### src/rtl/cpd_pkg.sv
package cpd_pkg;

    localparam int WORD_W    = 32;
    localparam int TYPE_W    = 3;
    localparam int SUB_W     = 3;
    localparam int REG_AW    = 12;
    localparam int REG_LOW_W = REG_AW - 1;
    localparam int MASK_W    = 14;
    localparam int PAD_W     = 3;
    localparam int CNT1_W    = 16;
    localparam int CNT5_W    = 19;
    localparam int CNT_W     = (CNT5_W > CNT1_W) ? CNT5_W : CNT1_W;
    localparam int MEM_AW    = 22;
    localparam int PTR_W     = 24;
    localparam int CODE_W    = 2;
    localparam int IDX_W     = $clog2(MASK_W);

    localparam logic [TYPE_W-1:0] TYP_CTL  = 3'd0;
    localparam logic [TYPE_W-1:0] TYP_RUN  = 3'd1;
    localparam logic [TYPE_W-1:0] TYP_MASK = 3'd4;
    localparam logic [TYPE_W-1:0] TYP_MEM  = 3'd5;

    localparam logic [SUB_W-1:0]  SUB_NOP  = 3'd0;
    localparam logic [SUB_W-1:0]  SUB_JMP  = 3'd3;

    typedef enum logic [2:0] {
        S_HDR,
        S_REGRUN,
        S_MASKRUN,
        S_PAD,
        S_MEMADDR,
        S_MEMRUN
    } state_t;

    typedef struct packed {
        logic [TYPE_W-1:0] typ;
        logic [SUB_W-1:0]  sub;
        logic [PTR_W-1:0]  jptr;
        logic [CNT1_W-1:0] run_cnt;
        logic              run_inc;
        logic [REG_AW-1:0] raddr;
        logic [MASK_W-1:0] mask;
        logic [PAD_W-1:0]  pad;
        logic [CNT5_W-1:0] mem_cnt;
        logic [CODE_W-1:0] mem_code;
        logic              mem_bd;
    } hdr_t;

endpackage

### src/rtl/cpd_hdr_decode.sv
module cpd_hdr_decode
    import cpd_pkg::*;
(
    input  logic [WORD_W-1:0] word,
    output hdr_t              hdr
);

    always_comb begin
        hdr.typ      = word[2:0];
        hdr.sub      = word[5:3];
        hdr.jptr     = {word[27:6], 2'b00};
        hdr.run_cnt  = word[31:16];
        hdr.run_inc  = word[15];
        hdr.raddr    = word[14:3];
        hdr.mask     = word[28:15];
        hdr.pad      = word[31:29];
        hdr.mem_cnt  = word[21:3];
        hdr.mem_code = word[31:30];
        hdr.mem_bd   = |word[29:22];
    end

endmodule

### src/rtl/cpd_mask_walk.sv
module cpd_mask_walk #(
    parameter int W  = 14,
    parameter int IW = $clog2(W)
) (
    input  logic [W-1:0]  mask,
    output logic          any,
    output logic [IW-1:0] idx,
    output logic [W-1:0]  rest
);

    // Lowest set bit wins: scan from the top so the last hit is the lowest.
    always_comb begin
        idx = '0;
        for (int i = W - 1; i >= 0; i--) begin
            if (mask[i]) begin
                idx = IW'(i);
            end
        end
        any  = |mask;
        rest = mask & (mask - W'(1));
    end

endmodule

### src/rtl/cmd_packet_decoder.sv
module cmd_packet_decoder
    import cpd_pkg::*;
(
    input  logic                 clk,
    input  logic                 rst_n,
    input  logic [WORD_W-1:0]    in_word,
    input  logic                 in_valid,
    output logic                 in_pop,
    output logic                 reg_we,
    output logic                 reg_2d,
    output logic [REG_LOW_W-1:0] reg_addr,
    output logic [WORD_W-1:0]    reg_data,
    output logic                 mem_we,
    output logic                 mem_tex,
    output logic [MEM_AW-1:0]    mem_addr,
    output logic [WORD_W-1:0]    mem_data,
    output logic                 jmp_valid,
    output logic [PTR_W-1:0]     jmp_ptr,
    output logic                 err
);

    state_t             state, nxt;
    hdr_t               dec;
    logic [CNT_W-1:0]   cnt_q;
    logic [MEM_AW-1:0]  addr_q;
    logic               inc_q;
    logic [MASK_W-1:0]  mask_q;
    logic [PAD_W-1:0]   pad_q;
    logic               drop_q;
    logic               tex_q;
    logic               walk_any;
    logic [IDX_W-1:0]   walk_idx;
    logic [MASK_W-1:0]  walk_rest;
    logic               mem_drop;
    logic               hdr_err;
    logic [REG_AW-1:0]  mask_addr;

    cpd_hdr_decode u_dec (
        .word (in_word),
        .hdr  (dec)
    );

    cpd_mask_walk #(.W(MASK_W), .IW(IDX_W)) u_walk (
        .mask (mask_q),
        .any  (walk_any),
        .idx  (walk_idx),
        .rest (walk_rest)
    );

    assign in_pop    = in_valid & rst_n;
    assign mem_drop  = dec.mem_bd || (dec.mem_code < CODE_W'(2));
    assign mask_addr = addr_q[REG_AW-1:0] + REG_AW'(walk_idx);

    always_comb begin
        unique case (dec.typ)
            TYP_CTL:          hdr_err = !((dec.sub == SUB_NOP) || (dec.sub == SUB_JMP));
            TYP_RUN, TYP_MASK: hdr_err = 1'b0;
            TYP_MEM:          hdr_err = mem_drop;
            default:          hdr_err = 1'b1;
        endcase
    end

    // Next-state logic
    always_comb begin
        nxt = state;
        unique case (state)
            S_HDR: begin
                if (in_valid) begin
                    if (dec.typ == TYP_RUN) begin
                        if (dec.run_cnt != '0) nxt = S_REGRUN;
                    end else if (dec.typ == TYP_MASK) begin
                        if (|dec.mask)           nxt = S_MASKRUN;
                        else if (dec.pad != '0)  nxt = S_PAD;
                    end else if (dec.typ == TYP_MEM) begin
                        nxt = S_MEMADDR;
                    end
                end
            end
            S_REGRUN: begin
                if (in_valid && (cnt_q == CNT_W'(1))) nxt = S_HDR;
            end
            S_MASKRUN: begin
                if (in_valid && (walk_rest == '0)) nxt = (pad_q != '0) ? S_PAD : S_HDR;
            end
            S_PAD: begin
                if (in_valid && (pad_q == PAD_W'(1))) nxt = S_HDR;
            end
            S_MEMADDR: begin
                if (in_valid) nxt = (cnt_q == '0) ? S_HDR : S_MEMRUN;
            end
            S_MEMRUN: begin
                if (in_valid && (cnt_q == CNT_W'(1))) nxt = S_HDR;
            end
            default: nxt = S_HDR;
        endcase
    end

    // State register
    always_ff @(posedge clk) begin
        if (!rst_n) state <= S_HDR;
        else        state <= nxt;
    end

    // Packet context registers
    always_ff @(posedge clk) begin
        if (!rst_n) begin
            cnt_q  <= '0;
            addr_q <= '0;
            inc_q  <= 1'b0;
            mask_q <= '0;
            pad_q  <= '0;
            drop_q <= 1'b0;
            tex_q  <= 1'b0;
        end else if (in_pop) begin
            unique case (state)
                S_HDR: begin
                    cnt_q  <= (dec.typ == TYP_MEM) ? CNT_W'(dec.mem_cnt) : CNT_W'(dec.run_cnt);
                    addr_q <= MEM_AW'(dec.raddr);
                    inc_q  <= dec.run_inc;
                    mask_q <= dec.mask;
                    pad_q  <= dec.pad;
                    drop_q <= mem_drop;
                    tex_q  <= dec.mem_code[0];
                end
                S_REGRUN: begin
                    cnt_q <= cnt_q - CNT_W'(1);
                    if (inc_q) addr_q <= addr_q + MEM_AW'(1);
                end
                S_MASKRUN: mask_q <= walk_rest;
                S_PAD:     pad_q  <= pad_q - PAD_W'(1);
                S_MEMADDR: addr_q <= in_word[23:2];
                S_MEMRUN: begin
                    cnt_q  <= cnt_q - CNT_W'(1);
                    addr_q <= addr_q + MEM_AW'(1);
                end
                default: ;
            endcase
        end
    end

    // Registered output stage
    always_ff @(posedge clk) begin
        if (!rst_n) begin
            reg_we    <= 1'b0;
            reg_2d    <= 1'b0;
            reg_addr  <= '0;
            reg_data  <= '0;
            mem_we    <= 1'b0;
            mem_tex   <= 1'b0;
            mem_addr  <= '0;
            mem_data  <= '0;
            jmp_valid <= 1'b0;
            jmp_ptr   <= '0;
            err       <= 1'b0;
        end else begin
            reg_we    <= 1'b0;
            mem_we    <= 1'b0;
            jmp_valid <= 1'b0;
            err       <= 1'b0;
            if (in_pop) begin
                unique case (state)
                    S_HDR: begin
                        err <= hdr_err;
                        if ((dec.typ == TYP_CTL) && (dec.sub == SUB_JMP)) begin
                            jmp_valid <= 1'b1;
                            jmp_ptr   <= dec.jptr;
                        end
                    end
                    S_REGRUN: begin
                        reg_we   <= 1'b1;
                        reg_2d   <= addr_q[REG_AW-1];
                        reg_addr <= addr_q[REG_LOW_W-1:0];
                        reg_data <= in_word;
                    end
                    S_MASKRUN: begin
                        reg_we   <= walk_any;
                        reg_2d   <= mask_addr[REG_AW-1];
                        reg_addr <= mask_addr[REG_LOW_W-1:0];
                        reg_data <= in_word;
                    end
                    S_MEMRUN: begin
                        mem_we   <= !drop_q;
                        mem_tex  <= tex_q;
                        mem_addr <= addr_q;
                        mem_data <= in_word;
                    end
                    default: ;
                endcase
            end
        end
    end

    // Assertions
    assert_pop_has_word_R1: assert property (@(posedge clk) disable iff (!rst_n)
        in_pop |-> in_valid);

    assert_stall_holds_state_R1: assert property (@(posedge clk) disable iff (!rst_n)
        !in_valid |=> (state == $past(state)));

    assert_single_event_R10: assert property (@(posedge clk) disable iff (!rst_n)
        $onehot0({reg_we, mem_we, jmp_valid, err}));

    assert_write_after_pop_R10: assert property (@(posedge clk) disable iff (!rst_n)
        (reg_we || mem_we || jmp_valid || err) |-> $past(in_pop));

    assert_mask_bit_retired_R5: assert property (@(posedge clk) disable iff (!rst_n)
        (state == S_MASKRUN && in_valid) |=>
            ($countones(mask_q) == $countones($past(mask_q)) - 1));

    assert_pad_no_output_R6: assert property (@(posedge clk) disable iff (!rst_n)
        (state == S_PAD && in_valid) |=> !(reg_we || mem_we || jmp_valid || err));

endmodule

### config.mk
export PLATFORM = sky130hd
export DESIGN_NAME = cmd_packet_decoder
export DESIGN_NICKNAME = d
export VERILOG_FILES = /design/src/rtl/cpd_pkg.sv /design/src/rtl/cpd_hdr_decode.sv /design/src/rtl/cpd_mask_walk.sv /design/src/rtl/cmd_packet_decoder.sv
export SDC_FILE = /design/constraint.sdc
export NUM_CORES = 1
export LEC_CHECK = 0
export BUFFER_PORTS_ARGS = -buffer_cell sky130_fd_sc_hd__buf_2
export CAP_MARGIN = 20
export CORE_ASPECT_RATIO = 1.1
export CORE_MARGIN = 2
export CORE_UTILIZATION = 46
export CTS_CLUSTER_DIAMETER = 60
export DETAILED_ROUTE_END_ITERATION = 8
export PLACE_DENSITY = 0.7
export RECOVER_POWER = 50
export REMOVE_ABC_BUFFERS = 1
export SYNTH_ARGS = -nofsm -noshare
export SYNTH_HDL_FRONTEND = slang
export SYNTH_SLANG_ARGS = --single-unit
### constraint.sdc
create_clock -name clk -period 2.55 [get_ports clk]
set_input_delay 0.3825 -clock clk [delete_from_list [all_inputs] [get_ports clk]]
set_output_delay 0.3825 -clock clk [all_outputs]
set_load 0.01 [all_outputs]
==> flow_metrics.py, run 1 <==
metrics = {
    "die": {
        "fp.dieW_um": 138,
        "placement_rows": 53,
        "floorplan.initialDensity_pct": 47.1,
        "boundaryPins": 163,
        "core_area_mm2": 0.0192,
        "die_area_mm2": 0.0208,
        "floorplan.die.height_um": 151,
    },
    "yosys": {
        "netlist_instances": 1223,
        "synth_edf_count": 0,
        "synth_cell_types": 70,
        "ys_top_cells_by_area": "sky130_fd_sc_hd__dfxtp_1, sky130_fd_sc_hd__nand2_1, sky130_fd_sc_hd__o21ai_0, sky130_fd_sc_hd__nand3_1, sky130_fd_sc_hd__a21oi_1",
        "ys_flop_type": "sky130_fd_sc_hd__dfxtp_1",
        "syn_area_per_cell_um2": 7.38,
        "yosys_warnings": 0,
        "synth_top_cell_by_area": "sky130_fd_sc_hd__dfxtp_1",
        "synth_area_mm2": 0.00903,
        "synth.ff_latch_count": 189,
        "synth.yosys.seq_area_share_pct": 41.9,
        "async_flop_share_pct": 0,
        "synth_top_area_share_pct": 41.9,
    },
    "timing": {
        "rsz0062_at_grt": "yes",
        "relSlewSlack_pct": 37.2,
        "slew_violations": 0,
        "final_clock_period_utilization_by_the_worst_path_pct": 99.3,
        "max_clock_freq_mhz": 395,
        "final.min_clock_period_ns": 2.53,
        "report.final.setup_viol": 0,
        "timing_worst_slew_pin_value_ns": 0.941,
        "fin_worst_hold_slack_ns": 0.234,
        "timing_hold_violations_final": 0,
        "timing.clock.skew_ns": 0.0139,
    },
    "critical_path": {
        "worst_ep_required_time_ns": 2.87,
        "crit_type": "reg -> reg",
        "timing.reg2reg.setup_slack_ns": 0.02,
        "critical_path.max_fanout": 20,
        "setup.worst_path.end_class": "flip-flop",
        "critical_path_arrival_ns": 2.85,
        "worstSetupStartpointType": "flip-flop",
    },
    "detailed_routing": {
        "drtAntennaViolNets": 0,
        "detailroute.wirelength.met3_mm": 2.32,
        "drt_iter0_markers": 799,
        "drt_pre_antenna_iters": 6,
        "post_drt_wl_per_cell_um": 18.0,
        "viasPerCell": 5.72,
        "drt_drc_violations_left": 0,
        "met1Wirelength_mm": 12.1,
        "route.final.wire_length_mm": 29.4,
        "via_count": 9348,
        "met2WireLength_mm": 13.9,
        "top_layer_used": "met4",
    },
    "clock_network": {
        "deepest_clock_path_buffer_count": 2,
        "cts.sink_count": 189,
        "clk_pin_slew_worst_paths_ns": 0.07,
        "cts_max_level": 4,
        "cts_inserted_buffers": 17,
        "cts_hold_buffers": 0,
        "cts_tree": "yes",
        "clockRootBuffer": "sky130_fd_sc_hd__clkbuf_16",
        "clkLatencyLatePin_ns": 0.44,
    },
    "final_layout": {
        "area_growth_pct": 20.2,
        "instances_no_fill": 1635,
        "finalInstanceArea_mm2": 0.0109,
        "mostFrequentLayoutCells": "sky130_fd_sc_hd__nand2_1, sky130_fd_sc_hd__dfxtp_1, sky130_fd_sc_hd__clkbuf_1",
        "antennaDiodeCount": 0,
        "finalNetCount": 1421,
        "fraction_of_layout_instances_using_a_drive_strength_above_1_pct": 12.5,
        "layout_commonest_cell": "sky130_fd_sc_hd__nand2_1",
    },
    "status": {
        "status": "completed",
    },
    "pwr": {
        "ir_drop_v": 0.000561,
        "power.net_switching_w": 0.00243,
        "powerDensity_mw_per_mm2": 709,
        "seq_power_share_pct": 42.2,
        "combinational_fraction_of_design_power_pct": 21.0,
        "clock_power_share_pct": 36.9,
        "static-leakage-power_nw": 4.08,
        "swShare_pct": 31.6,
        "cellInternalPower_w": 0.00526,
    },
    "run": {
        "drv.max_cap_violation_count": 0,
    },
    "global_routing": {
        "grt_pass1_wl_mm": 45.9,
        "grt_usage_pct": 28.3,
        "grt_antenna_before_repair": 0,
        "maximum_number_of_pins_on_one_net_before_global_route_repair": 114,
        "grt-ovfl-total": 0,
        "via_count_of_the_first_global_routing_pass": 8523,
    },
    "hold_path": {
        "timing.hold.worst.class": "in -> reg",
    },
    "place": {
        "gp_congestion": 0.895,
        "hpwlAfterDp_mm": 19.7,
        "port-buffer-count": 160,
        "numPlacedInstances": 1599,
        "dpl-instance-area_mm2": 0.0103,
    },
}
-- cell usage after synthesis (all sizes together) (7+ instances only) --
cell type	n
a22oi	10
clkbuf	76
xnor2	12
a221oi	7
nor4	13
a31oi	10
nor2	74
dfxtp	189
nor3	24
buf	26
nand2b	7
inv	21
o31ai	8
o211ai	9
a21oi	84
o22ai	10
and3	11
o21ai	136
nor2b	8
nand3	88
ha	10
xor2	7
nand2	313
-- final timing paths --
path                              start                   endpoint  cells after the start
setup / recovery  state[0]$_SDFFE_PN0P_     addr_q[4]$_SDFFE_PN0P_                      8
hold / removal              in_word[29]  reg_data[29]$_SDFFE_PN0P_                      3
setup reg to reg  state[0]$_SDFFE_PN0P_     addr_q[4]$_SDFFE_PN0P_                      8
hold reg to reg     drop_q$_SDFFE_PN0P_          mem_we$_SDFF_PN0_                      1
-- area by class of cell --
type	instances	area (µm²)
fillers	1825	8310
repair buffers	234	1230
flip-flops and latches	189	3790
clock buffers	20	457
clock inverters	12	176
inverters	21	78.8
multi-input cells	912	4810
well taps	247	309
-- state kept, by name (all words and copies together), names as in the netlist --
register,count
mem_we,1
reg_we,1
mem_data,32
mem_tex,1
pad_q,3
mask_q,14
jmp_valid,1
reg_addr,11
inc_q,1
addr_q,22
mem_addr,22
reg_2d,1
jmp_ptr,22
state,3
cnt_q,19
err,1
drop_q,1
reg_data,32
tex_q,1
-- worst max-delay path, stage by stage, from the launching register on --
cell and delay, ns:
sky130_fd_sc_hd__dfxtp_1 0.46, sky130_fd_sc_hd__nand2b_1 0.26, sky130_fd_sc_hd__nor2_1 0.13, sky130_fd_sc_hd__clkbuf_1 0.72, sky130_fd_sc_hd__nor2_1 0.20, sky130_fd_sc_hd__a221oi_1 0.36
sky130_fd_sc_hd__nor2_1 0.09, sky130_fd_sc_hd__a21oi_1 0.14, sky130_fd_sc_hd__nor2_1 0.05
-- metal layers --
| layer | up-vias | GRT usage [%] |
|---|---|---|
| met3 | 68 | 5.05 |
| met2 | 445 | 46.5 |
| li1 | 4509 | - |
| met5 | - | 0 |
| met1 | 4326 | 36.6 |
| met4 | 0 | 11.8 |
-- power groups by stage --
stage,registers [W],clock network [W],logic (W)
finish,0.00324,0.00284,0.00161
global placement,0.00330,0,0.00153
floorplan,0.00333,0,0.000878
detailed placement,0.00330,0,0.00155
CTS,0.00324,0.00287,0.00158
global route,0.00327,0.00298,0.00177
-- per-stage QoR --
| stage | worst slack (ns) | power [W] | utilization [%] | setup TNS (ns) |
|---|---|---|---|---|
| floorplan | -1.44 | 0.00420 | - | -95.06 |
| finish | 0.0184 | 0.00769 | 56.6 | 0 |
| global route | -0.184 | 0.00802 | 56.6 | -1.23 |
| global placement | -0.0699 | 0.00483 | 53.8 | -0.205 |
| detailed placement | -0.0976 | 0.00485 | 53.8 | -0.408 |
| CTS | -0.0635 | 0.00769 | 57.3 | -0.203 |
-- cells by family after synthesis --
| logic type | Yosys count | share of synthesized area, % |
|---|---|---|
| and+or+nand+nor | 559 | 27.5 |
| AOI/OAI and AO/OA | 314 | 20.7 |
| DFF | 189 | 41.9 |
| buffers and inverters | 123 | 5.66 |
| xor gates and xnor gates | 19 | 1.84 |
| adders and majority gates | 12 | 1.72 |
| muxes | 6 | 0.665 |
| other | 1 | 0.0415 |
-- timing repair --
action	CTS	global route
buffers inserted	3	1
pin swaps	10	10
resized for setup	14	10
endpoints found under the setup margin	7	11
Power figures use the tool's default switching activity.
==> inputs of run 2 (changes only) <==
--- a/config.mk
+++ b/config.mk
@@ -7,9 +7,9 @@
 export LEC_CHECK = 0
 export BUFFER_PORTS_ARGS = -buffer_cell sky130_fd_sc_hd__buf_2
 export CAP_MARGIN = 20
-export CORE_ASPECT_RATIO = 1.1
 export CORE_MARGIN = 2
 export CORE_UTILIZATION = 46
+export CTS_BUF_LIST = sky130_fd_sc_hd__clkbuf_16
 export CTS_CLUSTER_DIAMETER = 60
 export DETAILED_ROUTE_END_ITERATION = 8
 export PLACE_DENSITY = 0.7
==> run 2 against run 1 <==
Non-clock buffer count is 2 lower. First-iteration DRC count increased by 20%. Hold slack improved by 0.0035 ns. Sequential power barely moved. Utilization fell by 0.52 points. Fmax up 0.56%. Sequential share of layout area about the same. Critical path depth increased by 9. Final area barely moved. Global-route usage decreased by 0.15 points. Routed wire length decreased by 1.2%. Largest cell class unchanged. Largest power group unchanged.
==> flow_metrics.py, run 2 (synthesis gave the netlist of run 1 again) <==
metrics = {
    "final_layout": {
        "finalInstanceArea_mm2": 0.0108,
        "area_growth_pct": 20.2,
        "antennaDiodeCount": 0,
        "fraction_of_layout_instances_using_a_drive_strength_above_1_pct": 12.3,
        "multi_input_comb_area_mm2": 0.00481,
        "ff_latch_area_mm2": 0.00379,
        "fillCellCount": 1913,
        "layout_commonest_cell": "sky130_fd_sc_hd__nand2_1",
        "layout_top_registers": "mem_data x32, reg_data x32",
        "mostFrequentLayoutCells": "sky130_fd_sc_hd__nand2_1, sky130_fd_sc_hd__dfxtp_1, sky130_fd_sc_hd__o21ai_0, sky130_fd_sc_hd__clkbuf_1, sky130_fd_sc_hd__nand3_1",
        "finalNetCount": 1419,
    },
    "clock_network": {
        "cts_tree": "yes",
        "cts_max_level": 4,
        "clockRootBuffer": "sky130_fd_sc_hd__clkbuf_16",
        "deepest_clock_path_buffer_count": 2,
        "cts.sink_count": 189,
        "cts_inserted_buffers": 17,
        "clkLatencyLatePin_ns": 0.44,
        "clk_pin_slew_worst_paths_ns": 0.07,
        "cts_hold_buffers": 0,
    },
    "timing": {
        "timing_worst_slew_pin_value_ns": 1.01,
        "report.final.setup_viol": 0,
        "rsz0062_at_grt": "yes",
        "slew_violations": 0,
        "final_clock_period_utilization_by_the_worst_path_pct": 98.7,
        "max_clock_freq_mhz": 397,
        "timing.clock.skew_ns": 0.00908,
        "final.min_clock_period_ns": 2.52,
        "least_setup_slack_across_all_paths_after_layout_ns": 0.0326,
        "timing_hold_violations_final": 0,
        "relSlewSlack_pct": 31.8,
        "timing.setup.tns_ns": 0,
    },
    "pwr": {
        "static-leakage-power_nw": 4.07,
        "ir_drop_v": 0.000380,
        "powerDensity_mw_per_mm2": 702,
    },
    "die": {
        "boundaryPins": 163,
        "core_area_mm2": 0.0193,
        "fp.dieW_um": 144,
        "floorplan.die.height_um": 144,
        "floorplan.initialDensity_pct": 46.7,
        "die_area_mm2": 0.0208,
        "placement_rows": 51,
    },
    "global_routing": {
        "grt_usage_pct": 28.2,
        "grt_antenna_before_repair": 0,
        "via_count_of_the_first_global_routing_pass": 8598,
        "grt-ovfl-total": 0,
        "maximum_number_of_pins_on_one_net_before_global_route_repair": 104,
        "grt_pass1_wl_mm": 45.6,
    },
    "place": {
        "port-buffer-count": 160,
        "hpwlAfterDp_mm": 19.6,
        "gp_congestion": 0.881,
        "post-place-ws_ns": -0.0979,
        "dpl-instance-area_mm2": 0.0103,
    },
    "critical_path": {
        "reg2reg_to": "reg_addr[8]$_SDFFE_PN0P_",
        "worst_r2r_startpoint": "mask_q[12]$_SDFFE_PN0P_",
        "crit_type": "reg -> reg",
        "worstSetupStartpointType": "flip-flop",
        "setup.worst_path.end_class": "flip-flop",
        "critical_path_arrival_ns": 2.82,
        "worst_ep_required_time_ns": 2.86,
        "count_of_cells_along_the_worst_register_to_register_path": 17,
        "critical_path.max_fanout": 3,
        "timing.reg2reg.setup_slack_ns": 0.03,
    },
    "detailed_routing": {
        "route.final.wire_length_mm": 29.0,
        "drt_iter0_markers": 959,
        "post_drt_wl_per_cell_um": 17.6,
        "drtAntennaViolNets": 0,
        "drt_pre_antenna_iters": 5,
        "viasPerCell": 5.59,
        "drt_drc_violations_left": 0,
        "via_count": 9236,
    },
    "run": {
        "drv.max_cap_violation_count": 0,
    },
    "hold_path": {
        "worstHoldEndpoint": "reg_data[29]$_SDFFE_PN0P_",
        "timing.hold.worst.class": "in -> reg",
        "min_from": "in_word[29]",
        "min_delay_path_depth": 3,
    },
    "status": {
        "status": "completed",
    },
}
run 2: how the worst max path moves through the flow:
| stage | from | endpoint | cells past startpoint |
|---|---|---|---|
| floorplan | state[0]$_SDFFE_PN0P_ | mem_addr[0]$_SDFFE_PN0P_ | 3 |
| global placement | mask_q[12]$_SDFFE_PN0P_ | reg_addr[8]$_SDFFE_PN0P_ | 17 |
| detailed placement | mask_q[12]$_SDFFE_PN0P_ | reg_addr[8]$_SDFFE_PN0P_ | 17 |
| CTS | mask_q[12]$_SDFFE_PN0P_ | reg_addr[8]$_SDFFE_PN0P_ | 17 |
| global route | mask_q[12]$_SDFFE_PN0P_ | reg_addr[8]$_SDFFE_PN0P_ | 17 |
| finish | mask_q[12]$_SDFFE_PN0P_ | reg_addr[8]$_SDFFE_PN0P_ | 17 |
run 2: area by class of cell:
cell class / instances / area share (%)
Clock buffer: 17 / 3.92
Clock inverter: 15 / 1.70
Inverter: 21 / 0.727
Multi-Input combinational cell: 912 / 44.3
Sequential cell: 189 / 34.9
Tap cell: 265 / 3.06
Timing Repair Buffer: 232 / 11.3
run 2: timing repair:
item,in CTS,in global routing
resized for setup,9,12
pin swaps,10,6
endpoints found under the setup margin,7,13
setup buffers,5,0
hold endpoints to repair,0,0
run 2: power breakdown:
part | switching, W | internal, W | total, W
Combinational | 0.000981 | 0.000613 | 0.00159
Clock | 0.00128 | 0.00148 | 0.00277
Sequential | 0.000156 | 0.00309 | 0.00325
run 2: per-stage QoR:
stage | cells | total power, W | utilization [%] | hold slack (ns)
floorplan | 1122 | 0.00420 | - | 0.392
global placement | 1614 | 0.00484 | 53.4 | 0.410
detailed placement | 1614 | 0.00486 | 53.4 | 0.415
CTS | 1651 | 0.00761 | 56.8 | 0.234
global route | 1651 | 0.00792 | 56.1 | 0.244
finish | 1651 | 0.00761 | 56.1 | 0.238
run 2: worst max-delay path, cell delays in order (launching register included):
cell and delay (ns):
sky130_fd_sc_hd__dfxtp_2 0.33, sky130_fd_sc_hd__inv_2 0.06, sky130_fd_sc_hd__a21oi_2 0.06, sky130_fd_sc_hd__o21bai_1 0.12, sky130_fd_sc_hd__a21oi_1 0.09, sky130_fd_sc_hd__o21bai_1 0.14
sky130_fd_sc_hd__a21oi_1 0.08, sky130_fd_sc_hd__o31ai_1 0.23, sky130_fd_sc_hd__ha_2 0.23, sky130_fd_sc_hd__inv_2 0.04, sky130_fd_sc_hd__fa_2 0.33, sky130_fd_sc_hd__inv_1 0.06
sky130_fd_sc_hd__a21o_1 0.13, sky130_fd_sc_hd__a21oi_2 0.09, sky130_fd_sc_hd__nor2_2 0.10, sky130_fd_sc_hd__nand3_1 0.09, sky130_fd_sc_hd__xor2_1 0.15, sky130_fd_sc_hd__o21ai_1 0.07
run 2: layer usage:
metal	share of wire, %	GRT usage, %	vias up
met5	0	0	-
met4	2.2	9.24	0
met3	7.2	5.43	48
met2	47	46.4	334
met1	44	37.3	4347
li1	-	-	4507
==> inputs of run 3 (changes only) <==
--- a/config.mk
+++ b/config.mk
@@ -8,11 +8,11 @@
 export BUFFER_PORTS_ARGS = -buffer_cell sky130_fd_sc_hd__buf_2
 export CAP_MARGIN = 20
 export CORE_MARGIN = 2
-export CORE_UTILIZATION = 46
+export CORE_UTILIZATION = 45
 export CTS_BUF_LIST = sky130_fd_sc_hd__clkbuf_16
 export CTS_CLUSTER_DIAMETER = 60
 export DETAILED_ROUTE_END_ITERATION = 8
-export PLACE_DENSITY = 0.7
+export PLACE_DENSITY = 0.69
 export RECOVER_POWER = 50
 export REMOVE_ABC_BUFFERS = 1
 export SYNTH_ARGS = -nofsm -noshare
==> run 3 against run 2 <==
The run now ends with setup timing left. Combinational power is 3% higher. Hold slack worse by 0.010 ns. Routed wire length is 1.4% higher. Non-clock buffer count is 6 higher. Clock skew is 0.00069 ns higher. Flip-flop and latch count stayed put. Highest routed layer unchanged.
==> flow_metrics.py, run 3 (synthesis gave the netlist of run 1 again) <==
metrics = {
    "place": {
        "gp_congestion": 0.884,
        "port-buffer-count": 160,
        "hpwlAfterDp_mm": 19.5,
        "dpl-instance-area_mm2": 0.0103,
        "post-place-ws_ns": -0.116,
    },
    "global_routing": {
        "grt_antenna_before_repair": 0,
        "grt_pass1_wl_mm": 46.9,
        "via_count_of_the_first_global_routing_pass": 8635,
        "grt_usage_pct": 27.4,
        "grt-ovfl-total": 0,
        "maximum_number_of_pins_on_one_net_before_global_route_repair": 60,
    },
    "detailed_routing": {
        "drt_iter0_markers": 899,
        "route.final.wire_length_mm": 29.4,
        "viasPerCell": 5.62,
        "drt_drc_violations_left": 0,
        "post_drt_wl_per_cell_um": 17.8,
        "drt_pre_antenna_iters": 6,
        "via_count": 9312,
        "drtAntennaViolNets": 0,
    },
    "timing": {
        "final.min_clock_period_ns": 2.57,
        "report.final.setup_viol": 3,
        "timing.clock.skew_ns": 0.00977,
        "timing_hold_violations_final": 0,
        "least_setup_slack_across_all_paths_after_layout_ns": -0.0160,
        "relSlewSlack_pct": 30.5,
        "fin_worst_hold_slack_ns": 0.228,
        "final_clock_period_utilization_by_the_worst_path_pct": 101,
        "timing_worst_slew_pin_value_ns": 1.03,
        "rsz0062_at_grt": "yes",
        "slew_violations": 0,
        "max_clock_freq_mhz": 390,
    },
    "die": {
        "fp.dieW_um": 146,
        "boundaryPins": 163,
        "floorplan.die.height_um": 146,
        "placement_rows": 51,
        "die_area_mm2": 0.0212,
        "core_area_mm2": 0.0196,
        "floorplan.initialDensity_pct": 46.1,
    },
    "final_layout": {
        "antennaDiodeCount": 0,
        "mostFrequentLayoutCells": "sky130_fd_sc_hd__nand2_1, sky130_fd_sc_hd__dfxtp_1, sky130_fd_sc_hd__o21ai_0, sky130_fd_sc_hd__clkbuf_1, sky130_fd_sc_hd__nand3_1",
        "finalNetCount": 1425,
        "area_growth_pct": 20.2,
        "multi_input_comb_area_mm2": 0.00483,
        "ff_latch_area_mm2": 0.00378,
        "layout_commonest_cell": "sky130_fd_sc_hd__nand2_1",
        "finalInstanceArea_mm2": 0.0108,
        "fraction_of_layout_instances_using_a_drive_strength_above_1_pct": 12.8,
        "fillCellCount": 1956,
        "layout_top_registers": "mem_data x32, reg_data x32",
        "postLayoutCoreUtil_pct": 55.4,
    },
    "critical_path": {
        "crit_type": "reg -> reg",
        "critical_path_arrival_ns": 2.87,
        "worstSetupStartpointType": "flip-flop",
        "setup.worst_path.end_class": "flip-flop",
        "count_of_cells_along_the_worst_register_to_register_path": 17,
        "worst_path_most_repeated_cell": "sky130_fd_sc_hd__inv_2",
        "critical_path.max_stage_delay_ns": 0.35,
        "reg2reg_to": "reg_addr[6]$_SDFFE_PN0P_",
        "crit_path_top_delay_cell": "sky130_fd_sc_hd__fa_2",
        "cp_num_buf_inv": 4,
        "critical-path-top-delay-family": "compound AO/OA/AOI/OAI gates",
        "crit_path_cell_trace": "inv_2 -> a21oi_2 -> o21bai_1 -> a21oi_1 -> o21bai_1 -> a21oi_1 -> o31ai_1 -> ha_2 -> inv_2 -> fa_2 -> inv_2 -> a21o_1 -> a21oi_4 -> nor2_4 -> buf_4 -> xnor2_1 -> o21ai_0",
        "worst_r2r_startpoint": "mask_q[12]$_SDFFE_PN0P_",
        "worst_ep_required_time_ns": 2.85,
        "timing.reg2reg.setup_slack_ns": -0.02,
        "critical_path.max_fanout": 3,
    },
    "clock_network": {
        "clockRootBuffer": "sky130_fd_sc_hd__clkbuf_16",
        "cts_hold_buffers": 0,
        "deepest_clock_path_buffer_count": 2,
        "cts.sink_count": 189,
        "cts_tree": "yes",
        "cts_inserted_buffers": 17,
        "cts_max_level": 4,
        "clkLatencyLatePin_ns": 0.44,
        "clk_pin_slew_worst_paths_ns": 0.08,
    },
    "hold_path": {
        "timing.hold.worst.class": "in -> reg",
        "min_delay_path_depth": 3,
        "min_from": "in_word[31]",
        "worstHoldEndpoint": "reg_data[31]$_SDFFE_PN0P_",
    },
    "run": {
        "drv.max_cap_violation_count": 0,
    },
    "pwr": {
        "power.net_switching_w": 0.00236,
        "clock_power_share_pct": 33.6,
        "static-leakage-power_nw": 4.06,
        "powerDensity_mw_per_mm2": 675,
        "seq_power_share_pct": 44.1,
        "cellInternalPower_w": 0.00496,
        "design_power_w": 0.00732,
        "combinational_fraction_of_design_power_pct": 22.2,
        "swShare_pct": 32.3,
        "ir_drop_v": 0.000493,
    },
    "status": {
        "status": "complete, but fails checks",
        "failed_checks": "setup timing",
    },
}
==> run 3: area by class of cell <==
type                       count  share of cell area, %
sequential                   189                   34.9
multi-input combinational    912                   44.5
clock inverter                14                  0.911
clock buffer                  17                   3.92
timing repair buffer         238                   12.0
tap                          265                   3.06
inverter                      21                  0.727
==> run 3: power groups by stage <==
stage	Sequential [W]	Clock [W]	Combinational (W)
global route	0.00325	0.00262	0.00179
CTS	0.00322	0.00249	0.00161
detailed placement	0.00329	0	0.00156
floorplan	0.00333	0	0.000878
finish	0.00323	0.00246	0.00163
global placement	0.00328	0	0.00154
==> run 3: routing by layer <==
metal | share of wire, % | vias up | global-route usage (%)
met3 | 7.5 | 55 | 5.24
met2 | 46 | 385 | 43.7
met4 | 2.3 | 0 | 9.66
met1 | 44 | 4360 | 37.1
met5 | 0 | - | 0
li1 | - | 4512 | -
==> run 3: worst max-delay path by stage <==
stage	cells past startpoint	start	endpoint
2_1_floorplan	3	state[0]$_SDFFE_PN0P_	mem_addr[0]$_SDFFE_PN0P_
3_3_place_gp	17	mask_q[12]$_SDFFE_PN0P_	reg_addr[8]$_SDFFE_PN0P_
3_5_place_dp	17	mask_q[12]$_SDFFE_PN0P_	reg_addr[8]$_SDFFE_PN0P_
4_1_cts	17	mask_q[12]$_SDFFE_PN0P_	reg_addr[8]$_SDFFE_PN0P_
5_1_grt	17	mask_q[12]$_SDFFE_PN0P_	reg_addr[8]$_SDFFE_PN0P_
6_report	17	mask_q[12]$_SDFFE_PN0P_	reg_addr[6]$_SDFFE_PN0P_
==> run 3: stage by stage <==
stage | TNS, ns | cells
6_report | -0.0330 | 1656
5_1_grt | -1.55 | 1656
4_1_cts | -0.0908 | 1655
3_5_place_dp | -0.359 | 1615
3_3_place_gp | -0.143 | 1615
2_1_floorplan | -95.06 | 1122
==> run 3: tightest hold or removal path, cell delays in order <==
cell and delay [ns]:
sky130_fd_sc_hd__buf_2 0.14, sky130_fd_sc_hd__nand2_1 0.06, sky130_fd_sc_hd__nand2_1 0.04
==> run 3: what timing repair did <==
item	in CTS	in global routing
endpoints found under the setup margin	7	12
resized for setup	14	11
pin swaps	12	13
gates cloned	0	0
setup buffers	9	1
endpoints found under the hold margin	0	0
